## src/rtl/widen_pair_pkg.sv

```systemverilog
package widen_pair_pkg;

  typedef enum logic [1:0] {
    PAIR_CROSS = 2'd0,
    PAIR_EVEN  = 2'd1,
    PAIR_ODD   = 2'd2,
    PAIR_RSVD  = 2'd3
  } pair_mode_e;

  typedef enum logic [1:0] {
    EXT_SIGNED   = 2'd0,
    EXT_UNSIGNED = 2'd1,
    EXT_MIXED    = 2'd2,
    EXT_RSVD     = 2'd3
  } ext_mode_e;

  localparam int NUM_WIDTHS = 4;
  localparam int BASE_ELEM_W = 8;

endpackage

```

## src/rtl/widen_pair_lane.sv

```systemverilog
module widen_pair_lane #(
  parameter int SRC_W = 8,
  localparam int DST_W = 2 * SRC_W
) (
  input  logic [SRC_W-1:0] a_el,
  input  logic [SRC_W-1:0] b_el,
  input  logic             a_sx,
  input  logic             b_sx,
  input  logic             sub,
  output logic [DST_W-1:0] lane_out
);

  logic [DST_W-1:0] a_wide;
  logic [DST_W-1:0] b_wide;

  always_comb begin
    a_wide = {{SRC_W{a_sx & a_el[SRC_W-1]}}, a_el};
    b_wide = {{SRC_W{b_sx & b_el[SRC_W-1]}}, b_el};
    lane_out = sub ? (a_wide - b_wide) : (a_wide + b_wide);
  end

endmodule

```

## src/rtl/widen_pair_unit.sv

```systemverilog
module widen_pair_unit #(
  parameter int VEC_W = 128,
  parameter int SRC_W = 8
) (
  input  logic [VEC_W-1:0] src_a,
  input  logic [VEC_W-1:0] src_b,
  input  logic             a_odd,
  input  logic             b_odd,
  input  logic             a_sx,
  input  logic             b_sx,
  input  logic             sub,
  output logic [VEC_W-1:0] unit_out
);

  localparam int DST_W = 2 * SRC_W;
  localparam int LANES = VEC_W / DST_W;

  for (genvar gi = 0; gi < LANES; gi++) begin : g_lane
    logic [SRC_W-1:0] a_pick;
    logic [SRC_W-1:0] b_pick;

    assign a_pick = a_odd ? src_a[(2*gi+1)*SRC_W +: SRC_W]
                          : src_a[(2*gi)*SRC_W +: SRC_W];
    assign b_pick = b_odd ? src_b[(2*gi+1)*SRC_W +: SRC_W]
                          : src_b[(2*gi)*SRC_W +: SRC_W];

    widen_pair_lane #(.SRC_W(SRC_W)) u_lane (
      .a_el    (a_pick),
      .b_el    (b_pick),
      .a_sx    (a_sx),
      .b_sx    (b_sx),
      .sub     (sub),
      .lane_out(unit_out[gi*DST_W +: DST_W])
    );
  end

endmodule

```

## src/rtl/widen_pair_addsub.sv

```systemverilog
module widen_pair_addsub
  import widen_pair_pkg::*;
#(
  parameter int VEC_W = 128
) (
  input  logic             clk,
  input  logic             rst,
  input  logic             in_valid,
  input  logic [1:0]       mode,
  input  logic             sub,
  input  logic [1:0]       width,
  input  logic [1:0]       sgn,
  input  logic [VEC_W-1:0] src_a,
  input  logic [VEC_W-1:0] src_b,
  output logic             out_valid,
  output logic [VEC_W-1:0] result
);

  pair_mode_e pair_m;
  ext_mode_e  ext_m;
  logic       a_odd, b_odd, a_sx, b_sx, legal;
  logic [VEC_W-1:0] unit_res [NUM_WIDTHS];
  logic [VEC_W-1:0] picked;

  always_comb begin
    pair_m = pair_mode_e'(mode);
    ext_m  = ext_mode_e'(sgn);
    a_odd  = (pair_m != PAIR_EVEN);
    b_odd  = (pair_m == PAIR_ODD);
    a_sx   = (ext_m == EXT_SIGNED);
    b_sx   = (ext_m == EXT_SIGNED) || (ext_m == EXT_MIXED);
    legal  = (pair_m != PAIR_RSVD) && (ext_m != EXT_RSVD) &&
             !((pair_m == PAIR_CROSS) && (ext_m == EXT_MIXED));
  end

  for (genvar gw = 0; gw < NUM_WIDTHS; gw++) begin : g_width
    widen_pair_unit #(
      .VEC_W(VEC_W),
      .SRC_W(BASE_ELEM_W << gw)
    ) u_unit (
      .src_a   (src_a),
      .src_b   (src_b),
      .a_odd   (a_odd),
      .b_odd   (b_odd),
      .a_sx    (a_sx),
      .b_sx    (b_sx),
      .sub     (sub),
      .unit_out(unit_res[gw])
    );
  end

  always_comb begin
    picked = unit_res[width];
  end

  always_ff @(posedge clk) begin
    if (rst) begin
      out_valid <= 1'b0;
      result    <= '0;
    end else begin
      out_valid <= in_valid;
      if (in_valid) begin
        result <= legal ? picked : '0;
      end
    end
  end

endmodule

```

## config.mk

```make
export PLATFORM = sky130hd
export DESIGN_NAME = widen_pair_addsub
export DESIGN_NICKNAME = d
export VERILOG_FILES = /design/src/rtl/widen_pair_pkg.sv /design/src/rtl/widen_pair_lane.sv /design/src/rtl/widen_pair_unit.sv /design/src/rtl/widen_pair_addsub.sv
export SDC_FILE = /design/constraint.sdc
export NUM_CORES = 2
export LEC_CHECK = 0
export ABC_CLOCK_PERIOD_IN_PS = 19350
export BUFFER_PORTS_ARGS = -buffer_cell sky130_fd_sc_hd__buf_2
export CAP_MARGIN = 5
export CORE_AREA = 4 4 251 253
export DETAILED_ROUTE_END_ITERATION = 8
export DIE_AREA = 0 0 255 257
export GPL_TIMING_DRIVEN = 0
export PLACE_DENSITY = 0.8
export SYNTH_ARGS = -nofsm -noshare
export SYNTH_HDL_FRONTEND = slang
export SYNTH_HIERARCHICAL = 1
export SYNTH_SLANG_ARGS = --single-unit
```

## constraint.sdc

```tcl
create_clock -name clk -period 19.35 [get_ports clk]
set_clock_uncertainty 0.15 [all_clocks]
set_input_delay 1.935 -clock clk [delete_from_list [all_inputs] [get_ports clk]]
set_output_delay 1.935 -clock clk [all_outputs]
set_load 0.02 [all_outputs]
```

### Word level (Yosys, flattened, before mapping)

Index checks and enable logic that the tools add are counted.

* input port bits: 266
* output and inout bits: 129
* word-level logic and storage cells: 125
* register bits: 129

* add/sub/neg operators: 30
* equality and inequality tests: 5
* reduce and logical (&&, ||, !) cells: 7
* bitwise gates (word level): 31
* $lt $le $gt $ge: 1
* mux-type cells: 49

Operators with widths (count)
* 2-to-1 mux 128 bit: 4
* binary-select mux 128 bit (select 2 bit): 1
* 2-to-1 mux 16 bit: 16
* 2-to-1 mux 32 bit: 8
* 2-to-1 mux 64 bit: 4
* 2-to-1 mux 8 bit: 16
* adder 9 x 9 -> 10 bit: 8
* subtractor 9 x 9 -> 10 bit: 8
* adder 17 x 17 -> 18 bit: 4
* subtractor 17 x 17 -> 18 bit: 4
* adder 33 x 33 -> 34 bit: 2
* subtractor 33 x 33 -> 34 bit: 2
* adder 65 x 65 -> 66 bit: 1
* subtractor 65 x 65 -> 66 bit: 1
* AND 1 bit: 30
* equality test 2 bit (second input constant): 2
* zero test 2 bit: 2
* inequality test 2 bit (second input constant): 2
* greater-or-equal comparator 3 bit (second input constant): 1
* logical AND 1 bit: 3
* inverter 2 -> 3 bit: 1
* inequality test 2 x 1 -> 1 bit (second input constant): 1
* zero test 1 bit: 1
* logical OR 1 bit: 1

### Longest topological paths before layout

* depth in word-level cells: 9
* mapped depth: 26

### Hierarchy

The synthesis kept the hierarchy.

Modules (own cells, without submodules)
* widen_pair_unit: area each 2154.6 sq um, instances 4, sequential area each 0.0 sq um, cells each 142
* widen_pair_addsub: area each 6991.7 sq um, instances 1, sequential area each 2582.5 sq um, cells each 450
* widen_pair_lane (g_width[1].u_unit.g_lane[0].u_lane ...): area each 1467.7 sq um, instances 4, sequential area each 0.0 sq um, cells each 199
* widen_pair_lane (g_width[3].u_unit.g_lane[0].u_lane): area each 5843.1 sq um, instances 1, sequential area each 0.0 sq um, cells each 885
* widen_pair_lane (g_width[2].u_unit.g_lane[0].u_lane ...): area each 2839.0 sq um, instances 2, sequential area each 0.0 sq um, cells each 416
* widen_pair_lane (g_width[0].u_unit.g_lane[0].u_lane ...): area each 638.1 sq um, instances 8, sequential area each 0.0 sq um, cells each 86

### Least setup slack after synthesis

OpenSTA, ideal clock, no wires.

* path kind: input -> register
* start: input mode[1]
* end: register result[65]
* stages on the path: 25
* path buffers: 3
* required time: 19.141 ns
* arrival: 10.335 ns
* path slack: 8.806 ns
* cell sequence: nor2b_1 > buf_6 > buf_12 > mux2_4 > or4_4 > or4b_4 > or3_4 > nor4_4 > nand3_1 > nor4_2 > nor2_1 > xnor2_1 > ha_1 > clkbuf_1 > a21o_1 > a21o_1 > a21oi_1 > o21ai_0 > a211oi_1 > o21ai_0 > a31oi_1 > o21ai_0 > xnor2_1 > mux4_2 > a22o_1

RTL lines
* start, declared: RTL line widen_pair_addsub.sv:9 `input logic [1:0] mode,`
* end signal, assigned: RTL line widen_pair_addsub.sv:63 `result <= legal ? picked : '0;`
* end, declared: RTL line widen_pair_addsub.sv:16 `output logic [VEC_W-1:0] result`

==> reports/metrics.csv <==
stage,metric,value,unit
finish,drive_gt1_share,33.4,%
clocking,cts_setup_buffers,0,
synth,async_flop_share,0,%
pwr,p_per_area,72.6,nW/µm²
clocking,clkLatencyLatePin,0.49,ns
detailed_routing,routed_via_density,6.88,
detailed_routing,drt_wl_total,164000,µm
critical_path,cp_slowest_cell,nor4_1,
detailed_routing,via_count,37486,
finish,regArea,2580,µm²
critical_path,max_stage_delay,0.86,ns
die,die_w,255,µm
synth,ys_top_cells_by_area,"mux2_4 (19%), ha_1 (9.4%), xnor2_1 (8.5%), mux4_2 (7.6%), dfxtp_1 (6.8%)",
critical_path,worstPathArrival,10.54,ns
critical_path,critPathMostFrequentCell,o21ai_0,
sta,worstMarginPinSlew,1.34,ns
synth,synth.distinct_cells,98,
critical_path,reg2reg_from,result[26],
pwr,cellInternalPower,1.61,mW
clocking,cts_buffers,17,
die,ios,395,
detailed_routing,first_iter_violations,4175,
grt,grt_first_pass_wirelength,232000,µm
placement,dpl.hpwl,131000,µm
critical_path,worstPathBufferInverterCount,8,
pwr,combPwrFrac,78.0,%
critical_path,cp-startpoint,mode[1],
placement,io_buffer_count,392,
detailed_routing,drtPass1Iterations,7,
grt,gr-usage-met3,15.1,%
grt,groute.usage.overall,47.8,%
placement,gp_congestion,1.10,
min_path,holdCritPathClass,flip-flop to flip-flop,
pwr,p_clk_share,11.7,%
grt,top_usage_layer,met2,
detailed_routing,ant_nets,0,
sta,fmax,0.0970,GHz
critical_path,rr_endpoint,result[26],
finish,fin_nets,5205,
synth,syn_avg_cell_area,9.03,µm²
detailed_routing,route.detailed.drc,0,
synth,synth_top_area_share,18.9,%
synth,netlist_area,38100,µm²
clocking,clock-sinks,129,
clocking,cts_tree,built,
grt,grt_max_degree,22,
pwr,p_leak,19.0,nW
clocking,clkTransAtPathRegs,0.07,ns
critical_path,required,19.59,ns
synth,ys_seq_area_share,6.78,%
pwr,power.share.sequential,10.3,%
sta,rsz0062_at_grt,false,
synth,syn_nets,4786,
finish,multi_input_area,31400,µm²
sta,tns,0,ns
synth,yosys.area.top_type,mux2_4,
clocking,cts_buffer_depth,2,
grt,first_global_vias,35790,
outcome,outcome,completed,
pwr,swShare,47.0,%
sta,fin_hold_ws,0.320,ns
sta,finalMaxSlewViolations,0,
die,initial_core_util,62.4,%
sta,hold_viol,0,
finish,n_fill_cell,5072,
synth,ys_ff_latch,129,
grt,use_met2,70.4,%
critical_path,critPathCaptureType,flip-flop,
synth,synth_warnings,6,
critical_path,reg2reg_slack,18.52,ns
grt,grt.overflow.total,0,
die,design.die.area,65500,µm²
sta,finalSetupViolCount,0,
synth,synth_edf_count,0,
grt,gr-usage-met1,56.3,%
pwr,power_switching,1.43,mW
sta,slew_headroom,10.6,%
job,cap_violations,0,
die,row_count,91,
clocking,htree_levels,4,
critical_path,timing_worst_setup_path_type,input pin to flip-flop,
critical_path,crit_end,result[79],
grt,antenna_found_initial,12,
critical_path,crit_family,simple AND/OR/NAND/NOR gates,
clocking,postCtsHoldBufs,0,
sta,min_period,10.31,ns
clocking,cts_resized,0,
synth,syn_inst,4219,
clocking,clockRootBuffer,clkbuf_16,
die,coreArea,61000,µm²
finish,layout-area-overhead-vs-synth,9.76,%
critical_path,reg2regPathDepth,1,
critical_path,critical_path_depth,30,
die,die_height,257,µm
sta,fin_crit_sh,53.3,%
critical_path,worstPathMaxFanout,21,
critical_path,start_kind,input pin,
detailed_routing,wl_per_cell,30.1,µm
synth,synth-main-ff-cell,dfxtp_1,
pwr,vdd_ir_drop_max,71.1,µV
## area by class of cell
| cell class | instances | share of cell area, % |
|---|---|---|
| inverters | 175 | 1.57 |
| flip-flops and latches | 129 | 6.17 |
| clock inverters | 13 | 0.392 |
| multi-input cells | 3484 | 75.0 |
| clock buffers | 18 | 1.05 |
| diodes | 10 | 0.0598 |
| plain buffers | 431 | 8.46 |
| repair buffers | 400 | 4.93 |
| well taps | 790 | 2.36 |
## worst min-delay path by stage
stage                      startpoint  cells after the start           to
after floorplan           result[110]                      1  result[110]
after global placement    result[110]                      1  result[110]
after detailed placement  result[100]                      1  result[100]
after CTS                 result[110]                      1  result[110]
after global routing       result[65]                      1   result[65]
final                     result[119]                      1  result[119]
## synthesized netlist by cell type (22+ instances only)
cell	count
inv_1	175
nor2_1	312
o21ai_1	22
mux2i_1	23
nand4_1	53
nand2_1	128
clkbuf_1	85
mux4_2	128
o21a_1	54
nand2b_1	26
nor4_1	29
a21o_1	95
buf_2	28
ha_1	286
xnor2_1	370
mux2_4	480
buf_6	22
xor2_1	102
a21oi_1	369
a211oi_1	32
o21bai_1	41
a22o_1	128
and2_1	29
dfxtp_1	129
buf_12	48
buf_4	228
nor3_1	90
nand3_1	56
a31oi_1	42
nor2b_1	42
o21ai_0	118
mux2_2	32
## flip-flops by register name, summed over array words and instances, names as in the netlist
signal / count
out_valid: 1
result: 128
## cells by family (layout without fill, tap and decap cells)
group / count (synthesis) / count (layout) / share of synthesized area, %
AOI/OAI and AO/OA: 1095 / 1095 / 19.5
and+or+nand+nor: 951 / 951 / 13.6
muxes: 663 / 663 / 28.0
buffers and inverters: 606 / 1037 / 11.0
xor gates and xnor gates: 474 / 474 / 10.9
adders and majority gates: 301 / 301 / 10.2
DFF: 129 / 129 / 6.78
other: 0 / 10 / 0
## per-layer routing
layer	share of wire, %	vias to the layer above
li1	-	16344
met1	36	17741
met2	41	2541
met3	12	850
met4	11	10
met5	0.10	-
## power by group through the flow
stage | sequential (mW) | clock, mW | combinational, mW
finish | 0.313 | 0.354 | 2.37
global route | 0.316 | 0.369 | 2.49
CTS | 0.312 | 0.356 | 2.30
detailed placement | 0.318 | 0 | 2.28
global placement | 0.317 | 0 | 2.27
floorplan | 0.355 | 0 | 1.67
## cell usage in the layout (no fill, tap or decap), types with 22 or more instances in the layout
master	count
o21ai_0	118
nand3_1	56
nand2_1	128
a211oi_1	32
nor2b_1	42
a21oi_1	369
nor4_1	29
a21o_1	95
xnor2_1	367
inv_1	174
a22o_1	128
buf_4	230
ha_1	286
mux2_2	32
o21bai_1	41
mux4_2	128
buf_6	23
buf_12	48
nand4_1	53
nand2b_1	26
mux2_4	480
clkbuf_1	85
o21a_1	54
nor2_1	311
a31oi_1	42
buf_2	420
nor3_1	90
and2_1	29
xor2_1	102
o21ai_1	22
dfxtp_1	129
mux2i_1	23
## stage by stage
stage	cells	setup WS, ns	area [µm²]	power (mW)	utilization [%]
floorplan	4219	8.81	38100	2.02	-
global placement	5401	5.69	41100	2.59	67.3
detailed placement	5407	8.98	41200	2.60	67.5
CTS	5438	9.42	41800	2.97	68.5
global route	5441	8.75	41800	3.17	68.5
finish	5450	9.04	41800	3.04	68.5
No activity file was read; power rests on OpenSTA's default activity.
